**src/rtl/strap_seq_pkg.sv**
```systemverilog
package strap_seq_pkg;
  localparam int unsigned NUM_PADS = 4;
  localparam int unsigned NUM_FSEL = 3;

  typedef struct packed {
    logic       mode;
    logic [2:0] fsel;
  } strap_cfg_t;

  // Cycles of the reference clock in a window of win_us microseconds.
  function automatic int unsigned win_cycles(int unsigned ref_khz, int unsigned win_us);
    return (ref_khz * win_us) / 1000;
  endfunction

  function automatic logic ref_is_clk(logic done, logic mode);
    return done & mode;
  endfunction

  function automatic logic stop_is_in(logic done, logic mode);
    return done & ~mode;
  endfunction
endpackage

```
**src/rtl/strap_sync.sv**
```systemverilog
module strap_sync #(
  parameter int unsigned W = 5
) (
  input  logic         clk,
  input  logic         por_n,
  input  logic [W-1:0] d,
  output logic [W-1:0] q
);
  logic [W-1:0] meta;

  for (genvar i = 0; i < W; i++) begin : g_bit
    always_ff @(posedge clk or negedge por_n) begin
      if (!por_n) begin
        meta[i] <= 1'b0;
        q[i]    <= 1'b0;
      end else begin
        meta[i] <= d[i];
        q[i]    <= meta[i];
      end
    end
  end
endmodule

```
**src/rtl/strap_timer.sv**
```systemverilog
module strap_timer #(
  parameter int unsigned WIN_CYC = 20,
  localparam int unsigned CW = $clog2(WIN_CYC + 1)
) (
  input  logic          clk,
  input  logic          por_n,
  input  logic          pg,
  input  logic          done_in,
  output logic          run,
  output logic          win_end,
  output logic [CW-1:0] cnt
);
  assign run     = pg && !done_in;
  assign win_end = run && (cnt == CW'(WIN_CYC - 1));

  always_ff @(posedge clk or negedge por_n) begin
    if (!por_n)             cnt <= '0;
    else if (!run || win_end) cnt <= '0;
    else                    cnt <= cnt + CW'(1);
  end
endmodule

```
**src/rtl/strap_latch.sv**
```systemverilog
module strap_latch
  import strap_seq_pkg::*;
(
  input  logic       clk,
  input  logic       por_n,
  input  logic       cap,
  input  strap_cfg_t d,
  output strap_cfg_t cfg,
  output logic       done
);
  always_ff @(posedge clk or negedge por_n) begin
    if (!por_n) begin
      cfg  <= '0;
      done <= 1'b0;
    end else if (cap && !done) begin
      cfg  <= d;
      done <= 1'b1;
    end
  end
endmodule

```
**src/rtl/strap_capture_seq.sv**
```systemverilog
module strap_capture_seq
  import strap_seq_pkg::*;
#(
  parameter int unsigned REF_KHZ = 14318,
  parameter int unsigned WIN_US  = 2000,
  parameter int unsigned WIN_CYC = win_cycles(REF_KHZ, WIN_US),
  localparam int unsigned CW = $clog2(WIN_CYC + 1)
) (
  input  logic                clk,
  input  logic                por_n,
  input  logic                pwr_good,
  input  logic [NUM_PADS-1:0] pin_in,
  output logic [NUM_FSEL-1:0] fsel_o,
  output logic                mode_o,
  output logic [NUM_PADS-1:0] pin_oe,
  output logic                done_o,
  output logic                ref_pin_clk_o,
  output logic                stop_pin_in_o
);
  logic [NUM_PADS:0]   sync_q;
  logic [NUM_PADS-1:0] pins_s;
  logic                pg_s;
  logic                run;
  logic                win_end;
  logic [CW-1:0]       cnt;
  strap_cfg_t          cfg_q;
  logic                done;

  strap_sync #(.W(NUM_PADS + 1)) u_sync (
    .clk   (clk),
    .por_n (por_n),
    .d     ({pwr_good, pin_in}),
    .q     (sync_q)
  );

  assign pins_s = sync_q[NUM_PADS-1:0];
  assign pg_s   = sync_q[NUM_PADS];

  strap_timer #(.WIN_CYC(WIN_CYC)) u_timer (
    .clk     (clk),
    .por_n   (por_n),
    .pg      (pg_s),
    .done_in (done),
    .run     (run),
    .win_end (win_end),
    .cnt     (cnt)
  );

  strap_latch u_latch (
    .clk   (clk),
    .por_n (por_n),
    .cap   (win_end),
    .d     (strap_cfg_t'(pins_s)),
    .cfg   (cfg_q),
    .done  (done)
  );

  assign fsel_o        = cfg_q.fsel;
  assign mode_o        = cfg_q.mode;
  assign done_o        = done;
  assign pin_oe        = {NUM_PADS{done}};
  assign ref_pin_clk_o = ref_is_clk(done, cfg_q.mode);
  assign stop_pin_in_o = stop_is_in(done, cfg_q.mode);
endmodule

```
**config.mk**
```make
export PLATFORM = sky130hd
export DESIGN_NAME = strap_capture_seq
export DESIGN_NICKNAME = d
export VERILOG_FILES = /design/src/rtl/strap_seq_pkg.sv /design/src/rtl/strap_sync.sv /design/src/rtl/strap_timer.sv /design/src/rtl/strap_latch.sv /design/src/rtl/strap_capture_seq.sv
export SDC_FILE = /design/constraint.sdc
export NUM_CORES = 1
export LEC_CHECK = 0
export CAP_MARGIN = 0
export CORE_UTILIZATION = 40
export DETAILED_ROUTE_END_ITERATION = 8
export PLACE_DENSITY = 0.65
export SYNTH_ARGS = -nofsm -noshare
export SYNTH_HDL_FRONTEND = slang
export SYNTH_SLANG_ARGS = --single-unit
```
**constraint.sdc**
```tcl
create_clock -name clk -period 1.6 [get_ports clk]
set_input_delay 0.32 -clock clk [delete_from_list [all_inputs] [get_ports clk]]
set_output_delay 0.32 -clock clk [all_outputs]
set_load 0.03 [all_outputs]
```
==> implementation parameters, run 1 <==
Parameter                              Value

Drt
  Average wire length per cell after detail routing    around 12 um
  Routed vias/inst    about 4.6
  Vias    between 800 and 900
  Detailed-route wire length    ~2100 um
  DR DRC count    0
  Number of nets with antenna violations after routing    0
  Count of TritonRoute iterations in the first routing pass    4
  Violation count after the first detailed-routing iteration    19

Clocking
  Clock buffers created by TritonCTS    5
  Clock slew seen by the registers of the worst setup and hold paths    approximately 0.10 ns
  Clock tree from TritonCTS    built
  Cells resized by post-CTS repair    11
  Longest Clk Path Bufs    2
  Number of hold buffers added after cts    0
  Clock latency at the later pin of the worst-skew pair    approximately 0.33 ns
  # Post-CTS Setup Buffers    0
  Number of clock sinks    30
  Maximum level of the CTS H-tree    2
  Cell at the root of the clock tree    sky130_fd_sc_hd__clkbuf_4

Critical path
  Maximum fanout along the worst path    6
  Endpoint class of the critical path    flip-flop
  Critical path arrival    around 1.8 ns
  Delay of the slowest critical-path stage    0.44 ns
  Element type at the critical path start    flip-flop
  Critical path buffer and inverter count    1
  Slowest cell on crit path    sky130_fd_sc_hd__nor4_1
  Type of the setup path with the least slack    reg2reg
  Largest delay share family, worst path    simple AND/OR/NAND/NOR gates
  Crit-path cells    buf_4 > nand3_1 > nor4_1 > xnor2_1 > nor2_2
  CP Data Required Time    between 1.5 and 2 ns

Power
  Areal power density over the cells    a little under 1000 nW/um^2
  Maximum vdd ir drop    between 0.4 and 0.5 mV
  P_leak    about 0.79 nW

Die
  Vertical die dimension    59.04 um
  Row Count    20
  Number of top-level pins    18
  Width of the die    a little under 60 um
  Initial standard-cell utilization of the core    0.4228
  Core region area    around 3000 sq um
  Die footprint    3485 sq um

STA
  Period utilisation layout    0.9800
  Setup_tns    0 ns
  Highest clock frequency the design can meet    about 0.64 GHz
  Slew Limit Fails    0
  Worst-margin pin slew    0.3993 ns
  Normalized max-slew margin    0.7331
  Post-route worst hold slack    roughly 0.35 ns
  RSZ-0062 raised after global routing    yes
  Final setup violation count    0
  Final hold vios    0
  Skew final    around 0.0089 ns
  Clock period minus worst slack    1.568 ns

Synthesis
  Total number of yosys warnings    0
  Area fraction of the dominant cell type after synthesis    0.5769
  Share of synthesized area occupied by flip-flops and latches    0.5769
  Area of the mapped netlist    1301 sq um
  Cell type with the largest total area after synthesis    sky130_fd_sc_hd__dfrtp_1
  Synthesized area per cell    12.88 sq um
  Mapped Cells    just over 100
  Area contributors post-synth    sky130_fd_sc_hd__dfrtp_1 (58%), sky130_fd_sc_hd__xnor2_1 (7.4%), sky130_fd_sc_hd__nor2_2 (4.8%), sky130_fd_sc_hd__mux2_4 (4.6%), sky130_fd_sc_hd__buf_4 (2.3%)
  Syn_nets    109
  Cell variety after synth    25
  Number of storage elements in the synthesis netlist    30

Cells and area
  Commonest cells after routing, fill and taps aside    sky130_fd_sc_hd__dfrtp_1 (29), sky130_fd_sc_hd__xnor2_1 (11), sky130_fd_sc_hd__nor2_2 (10), sky130_fd_sc_hd__buf_4 (10), sky130_fd_sc_hd__dlygate4sd2_1 (9)
  Inserted Diodes    0
  Layout Area Growth over Synthesis    28.75%
  Fraction of the core area covered by cells at the end of the flow    0.5443
  Post-route cell area    ~1700 sq um
  Nets@finish    approximately 140
  Fraction of final layout cells sized beyond drive strength 1    0.3282
  Final non-filler cell total    175
  Commonest non-fill, non-tap cell in the layout    sky130_fd_sc_hd__dfrtp_1
  Filler cells    about 250

Global route
  Global-route wire length before repair    3532 um
  Largest net degree at the start of global routing    31
  Combined global-route utilization of all metal layers    0.1457
  Remaining Overflow, GRT    0
  Antenna violations before repair    0
  Vias in the first global route    779

Hold path
  Class of the tightest hold or removal check    in2async

Status
  Result of the run    completed

Place
  Placed cell areas    approximately 1600 sq um
  Count of placed standard cells including taps    approximately 170
  Count of buffers from port buffering    17
  Final Wtd Congestion    0.7390
  Detailed-placement wirelength estimate    approximately 1400 um

Job
  Number of max-capacitance violations reported    0
state kept, by name, indices dropped and copies added, names as in the netlist:
signal and cells:
u_sync.q 5, u_latch.cfg 4, u_timer.cnt 15, u_sync.meta 5, u_latch.done 1
area by class of cell:
cell class              instances  area (sq um)  share of cell area
clock buffers                   6         51.30             0.03062
clock inverters                 2         60.06             0.03585
inverters                       3         11.26            0.006721
multi-input cells              62         495.5              0.2957
flip-flops and latches         30         752.0              0.4488
well taps                      44         55.05             0.03286
repair buffers                 28         250.2              0.1494
routing by layer:
metal | routed length [um] | share of wire | global-route usage | vias to the layer above
li1 | - | - | - | 388
met1 | 976 | 0.47 | 0.1841 | 398
met2 | 978 | 0.47 | 0.2127 | 18
met3 | 73 | 0.035 | 0.06550 | 5
met4 | 45 | 0.022 | 0.07143 | 0
met5 | 0 | 0 | 0 | -
report_power, final:
group / internal, mW / total (mW) / switching, mW
registers: 0.776 / 0.785 / 0.00905
logic: 0.0345 / 0.0700 / 0.0355
clock network: 0.529 / 0.793 / 0.264
through the flow:
stage	worst slack, ns	total power [mW]
4_1_cts	0.003575	1.662
3_5_place_dp	0.04264	0.8704
2_1_floorplan	0.02433	0.8287
5_1_grt	-0.03426	1.712
6_report	0.03203	1.649
3_3_place_gp	0.07478	0.8674
worst paths after layout:
kind	start	end	slack, ns	cells after the start
setup reg to reg	u_timer.cnt[2]	u_timer.cnt[13]	0.03	5
hold / removal	por_n	u_timer.cnt[5]	0.35	2
min in group clk	u_sync.meta[0]	u_sync.q[0]	0.35	0
hold reg to reg	u_sync.meta[0]	u_sync.q[0]	0.35	0
setup / recovery	u_timer.cnt[2]	u_timer.cnt[13]	0.03	5
max in group asynchronous	por_n	u_latch.done	0.96	2
synthesized netlist by cell type, drive strengths merged:
library cell	count
dfrtp	30
nor2	17
xnor2	11
buf	6
nand3	5
nor4	5
mux2	4
nand2	4
nor3	4
inv	3
nand4	2
xor2	2
and2	1
ha	1
nand3b	1
nand4b	1
nand4bb	1
nor2b	1
or2b	1
or3b	1
cell families (layout without fill, tap and decap cells):
logic type,after synthesis,count (layout),share of synthesized area
and+or+nand+nor,44,44,0.2240
DFF,30,30,0.5769
xor gates and xnor gates,13,13,0.08750
buffers and inverters,9,39,0.05577
muxes,4,4,0.04616
adders and majority gates,1,1,0.009614
worst register-to-register path: stages (launching register included):
cell	delay, ns
sky130_fd_sc_hd__dfrtp_1	0.40
sky130_fd_sc_hd__buf_4	0.15
sky130_fd_sc_hd__nand3_1	0.22
sky130_fd_sc_hd__nor4_1	0.44
sky130_fd_sc_hd__xnor2_1	0.21
sky130_fd_sc_hd__nor2_2	0.04
No activity file was read; power rests on OpenSTA's default activity.
==> run 2: changes to the inputs <==
--- a/config.mk
+++ b/config.mk
@@ -9,6 +9,7 @@
 export CORE_UTILIZATION = 40
 export DETAILED_ROUTE_END_ITERATION = 8
 export PLACE_DENSITY = 0.65
+export RECOVER_POWER = 25
 export SYNTH_ARGS = -nofsm -noshare
 export SYNTH_HDL_FRONTEND = slang
 export SYNTH_SLANG_ARGS = --single-unit
==> run 2 against run 1 <==
Sequential cell count is the same. Maximum frequency unchanged. Combinational power shrank 5.4%. Clock skew is the same. Cell area down 0.15%. Clock power hardly changed. Hold slack unchanged. First-iteration DRC count is the same. Non-clock buffer count is the same. Die area did not move. Clock-buffer cell count is the same. Critical path type unchanged. Largest cell class unchanged. Largest power group unchanged.
==> implementation parameters, run 2 (synthesized netlist as in run 1, its figures left out) <==
Parameter                              Value

Status
  Result of the run    completed

Critical path
  Endpoint class of the critical path    flip-flop
  Maximum fanout along the worst path    6
  Element type at the critical path start    flip-flop
  Reg2reg start    u_timer.cnt[2]
  CP Data Required Time    around 1.8 ns
  Critical register-to-register path endpoint    u_timer.cnt[13]
  Worst Reg-to-Reg Cells    5
  Worst-case register-to-register setup slack    0.03 ns
  Critical path arrival    1.79 ns
  Worst Setup SP    u_timer.cnt[2]
  Type of the setup path with the least slack    reg2reg

Power
  Switching power of the nets    just over 0.3 mW
  Internal Dissipation    1.336 mW
  Overall power of the completed layout    1.645 mW
  P_leak    approximately 0.79 nW
  Maximum vdd ir drop    around 0.49 mV
  Register share of total power    0.478
  Areal power density over the cells    between 900 and 1000 nW/um^2
  Relative contribution of the clock network to total power    0.482
  Combinational fraction of design power    0.040
  Fraction of power spent switching nets    0.1876

Clocking
  Clock tree from TritonCTS    built
  Clock slew seen by the registers of the worst setup and hold paths    about 0.1 ns
  Number of clock sinks    30
  Clock latency at the later pin of the worst-skew pair    0.33 ns
  Longest Clk Path Bufs    2
  Clock buffers created by TritonCTS    5
  # Post-CTS Setup Buffers    0
  Maximum level of the CTS H-tree    2
  Cell at the root of the clock tree    sky130_fd_sc_hd__clkbuf_4

Drt
  Violation count after the first detailed-routing iteration    19
  Routed vias/inst    4.617
  Average wire length per cell after detail routing    ~12 um
  Vias    between 800 and 900
  Detailed-route wire length    just over 2000 um
  M1 WL    976 um
  Highest signal layer in the routed design    met4
  DR DRC count    0
  Met2 wirelength from detailed routing    slightly below 1000 um
  Number of nets with antenna violations after routing    0
  Total met3 wirelength after detailed routing    approximately 73 um
  Count of TritonRoute iterations in the first routing pass    4

Hold path
  Worst Hold End    u_sync.q[0]
  Hold Path Depth    0
  Class of the tightest hold or removal check    reg2reg
  Startpoint of the most critical hold path    u_sync.meta[0]

STA
  Worst-margin pin slew    roughly 0.71 ns
  Final hold vios    0
  Final setup slack of the worst path    roughly 0.032 ns
  Skew final    between 0.008 and 0.009 ns
  RSZ-0062 raised after global routing    yes
  Post-route worst hold slack    between 0.3 and 0.4 ns
  Highest clock frequency the design can meet    about 0.64 GHz
  Setup_tns    0 ns
  Final setup violation count    0
  Slew Limit Fails    0
  Clock period minus worst slack    between 1.5 and 2 ns
  Period utilisation layout    0.9800
  Normalized max-slew margin    0.5296

Place
  Final Wtd Congestion    about 0.74
  Count of buffers from port buffering    17
  Dpl ws    between 0.04 and 0.05 ns
  Placed cell areas    about 1600 sq um
  Count of placed standard cells including taps    between 150 and 200
  Detailed-placement wirelength estimate    approximately 1400 um

Cells and area
  Inserted Diodes    0
  Commonest non-fill, non-tap cell in the layout    sky130_fd_sc_hd__dfrtp_1
  FF/Latch Area    752.0 sq um
  Nets@finish    138
  Most flop-heavy register    u_timer.cnt
  Largest registers    u_timer.cnt: 15 flops, u_sync.meta: 5 flops, u_sync.q: 5 flops
  Layout Area Growth over Synthesis    28.56%
  Commonest cells after routing, fill and taps aside    sky130_fd_sc_hd__dfrtp_1 (29), sky130_fd_sc_hd__xnor2_1 (11), sky130_fd_sc_hd__nor2_2 (10), sky130_fd_sc_hd__dlygate4sd2_1 (9), sky130_fd_sc_hd__buf_4 (9)
  Fraction of final layout cells sized beyond drive strength 1    0.3282
  Area used by multi-input combinational logic    slightly below 500 sq um
  Final non-filler cell total    175
  Fraction of the core area covered by cells at the end of the flow    0.5435
  Post-route cell area    1673 sq um
  Filler cells    252
  Number of flip-flops under the largest register name    15

Global route
  Global-route wire length before repair    approximately 3500 um
  Combined global-route utilization of all metal layers    0.1457
  Largest net degree at the start of global routing    31
  Antenna violations before repair    0
  Remaining Overflow, GRT    0
  Vias in the first global route    a little under 800

Die
  Core region area    approximately 3100 sq um
  Die footprint    ~3500 sq um
  Width of the die    between 50 and 60 um
  Initial standard-cell utilization of the core    0.4228
  Row Count    20
  Vertical die dimension    59.04 um
  Number of top-level pins    18

Job
  Number of max-capacitance violations reported    0
## run 2: worst max-delay path by stage
stage	depth (start not counted)	to
5_1_grt	5	u_timer.cnt[12]
3_5_place_dp	4	u_latch.cfg[3]
3_3_place_gp	4	u_latch.cfg[2]
2_1_floorplan	7	u_timer.cnt[12]
4_1_cts	2	ref_pin_clk_o
6_report	5	u_timer.cnt[13]
## run 2: worst max-delay path, cell delays in order (launching register included)
cell	delay, ns
sky130_fd_sc_hd__dfrtp_1	0.40
sky130_fd_sc_hd__buf_4	0.15
sky130_fd_sc_hd__nand3_1	0.22
sky130_fd_sc_hd__nor4_1	0.44
sky130_fd_sc_hd__xnor2_1	0.21
sky130_fd_sc_hd__nor2_2	0.04
## run 2: what timing repair did
| action | in CTS | in global routing |
|---|---|---|
| gates cloned | 0 | 0 |
| hold buffers | 0 | 0 |
| setup endpoints to repair | 10 | 10 |
| resized for setup | 11 | 6 |
## run 2: cell type report
cell class	instances	share of cell area
inverters	3	0.006732
multi-input cells	62	0.2962
repair buffers	28	0.1481
flip-flops and latches	30	0.4495
clock buffers	6	0.03067
well taps	44	0.03291
clock inverters	2	0.03590
## run 2: power by group through the flow
stage	Combinational (mW)	Sequential, mW	Clock, mW
floorplan	0.0293	0.799	0
global placement	0.0684	0.799	0
detailed placement	0.0699	0.800	0
CTS	0.0702	0.786	0.807
global route	0.0750	0.788	0.845
finish	0.0662	0.785	0.793
## run 2: metal layers
layer / GRT usage / vias to the layer above
li1: - / 388
met5: 0 / -
met2: 0.2127 / 18
met3: 0.06550 / 5
met4: 0.07143 / 0
met1: 0.1841 / 397
==> run 3: changes to the inputs <==
--- a/config.mk
+++ b/config.mk
@@ -5,9 +5,9 @@
 export SDC_FILE = /design/constraint.sdc
 export NUM_CORES = 1
 export LEC_CHECK = 0
-export CAP_MARGIN = 0
 export CORE_UTILIZATION = 40
 export DETAILED_ROUTE_END_ITERATION = 8
+export MAX_ROUTING_LAYER = met4
 export PLACE_DENSITY = 0.65
 export RECOVER_POWER = 25
 export SYNTH_ARGS = -nofsm -noshare
==> run 3 against run 2 <==
Die area is the same. Sequential cell count is the same. Clock skew is essentially flat. Sequential power is essentially flat. Maximum frequency is essentially flat. Non-clock buffer count is the same. Clock power is essentially flat. Sequential share of layout area is the same. Hold slack is the same. First-iteration DRC count is the same. Combinational power is essentially flat. Critical path type unchanged. Highest routed layer unchanged.
==> implementation parameters, run 3 (synthesized netlist as in run 1, its figures left out) <==
Parameter                              Value

Clocking
  Number of clock sinks    30
  Clock slew seen by the registers of the worst setup and hold paths    approximately 0.10 ns
  Clock latency at the later pin of the worst-skew pair    between 0.3 and 0.4 ns
  Cell at the root of the clock tree    sky130_fd_sc_hd__clkbuf_4
  Clock tree from TritonCTS    built
  Longest Clk Path Bufs    2
  # Post-CTS Setup Buffers    0
  Maximum level of the CTS H-tree    2
  Clock buffers created by TritonCTS    5
  Cells resized by post-CTS repair    11
  Number of hold buffers added after cts    0

Place
  Count of buffers from port buffering    17
  Final Wtd Congestion    between 0.7 and 0.8
  Count of placed standard cells including taps    approximately 170
  Detailed-placement wirelength estimate    between 1000 and 1500 um

Drt
  DR DRC count    0
  Detailed-route wire length    a little over 2000 um
  Number of nets with antenna violations after routing    0
  Vias    808
  Average wire length per cell after detail routing    between 10 and 15 um
  Violation count after the first detailed-routing iteration    19
  Routed vias/inst    4.617
  Count of TritonRoute iterations in the first routing pass    4

Critical path
  Worst Reg-to-Reg Cells    5
  Maximum fanout along the worst path    6
  Critical path arrival    between 1.5 and 2 ns
  Worst-case register-to-register setup slack    about 0.033 ns
  Critical register-to-register path endpoint    u_timer.cnt[13]
  Type of the setup path with the least slack    reg2reg
  Element type at the critical path start    flip-flop
  Endpoint class of the critical path    flip-flop
  Reg2reg start    u_timer.cnt[2]
  CP Data Required Time    between 1.5 and 2 ns

Global route
  Antenna violations before repair    0
  Remaining Overflow, GRT    0
  Largest net degree at the start of global routing    31
  Combined global-route utilization of all metal layers    0.1501
  Vias in the first global route    between 700 and 800
  Global-route wire length before repair    around 3500 um

Cells and area
  Inserted Diodes    0
  Commonest cells after routing, fill and taps aside    sky130_fd_sc_hd__dfrtp_1 (29), sky130_fd_sc_hd__xnor2_1 (11), sky130_fd_sc_hd__nor2_2 (10), sky130_fd_sc_hd__dlygate4sd2_1 (9), sky130_fd_sc_hd__buf_4 (9)
  Number of flip-flops under the largest register name    15
  Fraction of the core area covered by cells at the end of the flow    0.5435
  Most flop-heavy register    u_timer.cnt
  Commonest non-fill, non-tap cell in the layout    sky130_fd_sc_hd__dfrtp_1
  Final non-filler cell total    175
  Fraction of final layout cells sized beyond drive strength 1    0.3282
  Nets@finish    roughly 140
  Layout Area Growth over Synthesis    28.56%
  Largest registers    u_timer.cnt: 15 flops, u_sync.meta: 5 flops, u_sync.q: 5 flops

Die
  Die footprint    about 3500 sq um
  Number of top-level pins    18
  Row Count    20
  Vertical die dimension    just under 60 um
  Initial standard-cell utilization of the core    0.4228
  Width of the die    roughly 60 um
  Core region area    around 3000 sq um

STA
  Period utilisation layout    0.9797
  Final hold vios    0
  Normalized max-slew margin    0.5298
  Skew final    ~0.0089 ns
  Slew Limit Fails    0
  RSZ-0062 raised after global routing    yes
  Worst-margin pin slew    0.7052 ns
  Clock period minus worst slack    1.567 ns
  Highest clock frequency the design can meet    around 0.64 GHz
  Post-route worst hold slack    0.3478 ns
  Final setup violation count    0
  Setup_tns    0 ns

Power
  Areal power density over the cells    between 900 and 1000 nW/um^2
  P_leak    0.7933 nW
  Maximum vdd ir drop    a little under 0.5 mV
  Overall power of the completed layout    1.645 mW

Hold path
  Hold Path Depth    0
  Class of the tightest hold or removal check    reg2reg
  Startpoint of the most critical hold path    u_sync.meta[0]
  Worst Hold End    u_sync.q[0]

Status
  Result of the run    completed

Job
  Number of max-capacitance violations reported    0
## run 3: cell counts in the layout (fill, tap and decap cells not counted)
Identical to the previous run, type by type.
## run 3: cell type report
| cell class | instances | area (sq um) |
|---|---|---|
| Inverter | 3 | 11.26 |
| Clock inverter | 2 | 60.06 |
| Timing Repair Buffer | 28 | 247.7 |
| Clock buffer | 6 | 51.30 |
| Fill cell | 252 | 1405 |
| Tap cell | 44 | 55.05 |
| Multi-Input combinational cell | 62 | 495.5 |
| Sequential cell | 30 | 752.0 |
## run 3: how the worst max path moves through the flow
stage,startpoint,slack [ns],end,cells after the start
finish,u_timer.cnt[2],0.03,u_timer.cnt[13],5
global route,u_timer.cnt[5],-0.03,u_timer.cnt[12],5
CTS,u_latch.done,0.004,ref_pin_clk_o,2
detailed placement,u_timer.cnt[12],0.04,u_latch.cfg[3],4
global placement,u_timer.cnt[12],0.07,u_latch.cfg[2],4
floorplan,u_timer.cnt[0],0.02,u_timer.cnt[12],7
## run 3: per-stage QoR
stage	setup WS [ns]	instance area [sq um]
2_1_floorplan	0.02433	1304
3_3_place_gp	0.07478	1560
3_5_place_dp	0.04264	1560
4_1_cts	0.003575	1660
5_1_grt	-0.03426	1673
6_report	0.03254	1673
## run 3: per-layer routing
layer  GRT usage  share of wire
met1      0.1841           0.47
met2      0.2127           0.47
met3     0.06550          0.035
met4     0.07143          0.022
met5           -              0
## run 3: power by group
part	switching, mW	total, mW	internal (mW)	leakage (nW)
registers	0.00905	0.785	0.776	0.392
logic	0.0355	0.0662	0.0307	0.343
clock network	0.264	0.793	0.529	0.0585
## run 3: worst max-delay path, cell delays in order (launching register included)
cell and delay (ns):
sky130_fd_sc_hd__dfrtp_1 0.40, sky130_fd_sc_hd__buf_4 0.15, sky130_fd_sc_hd__nand3_1 0.22, sky130_fd_sc_hd__nor4_1 0.44, sky130_fd_sc_hd__xnor2_1 0.21, sky130_fd_sc_hd__nor2_2 0.04
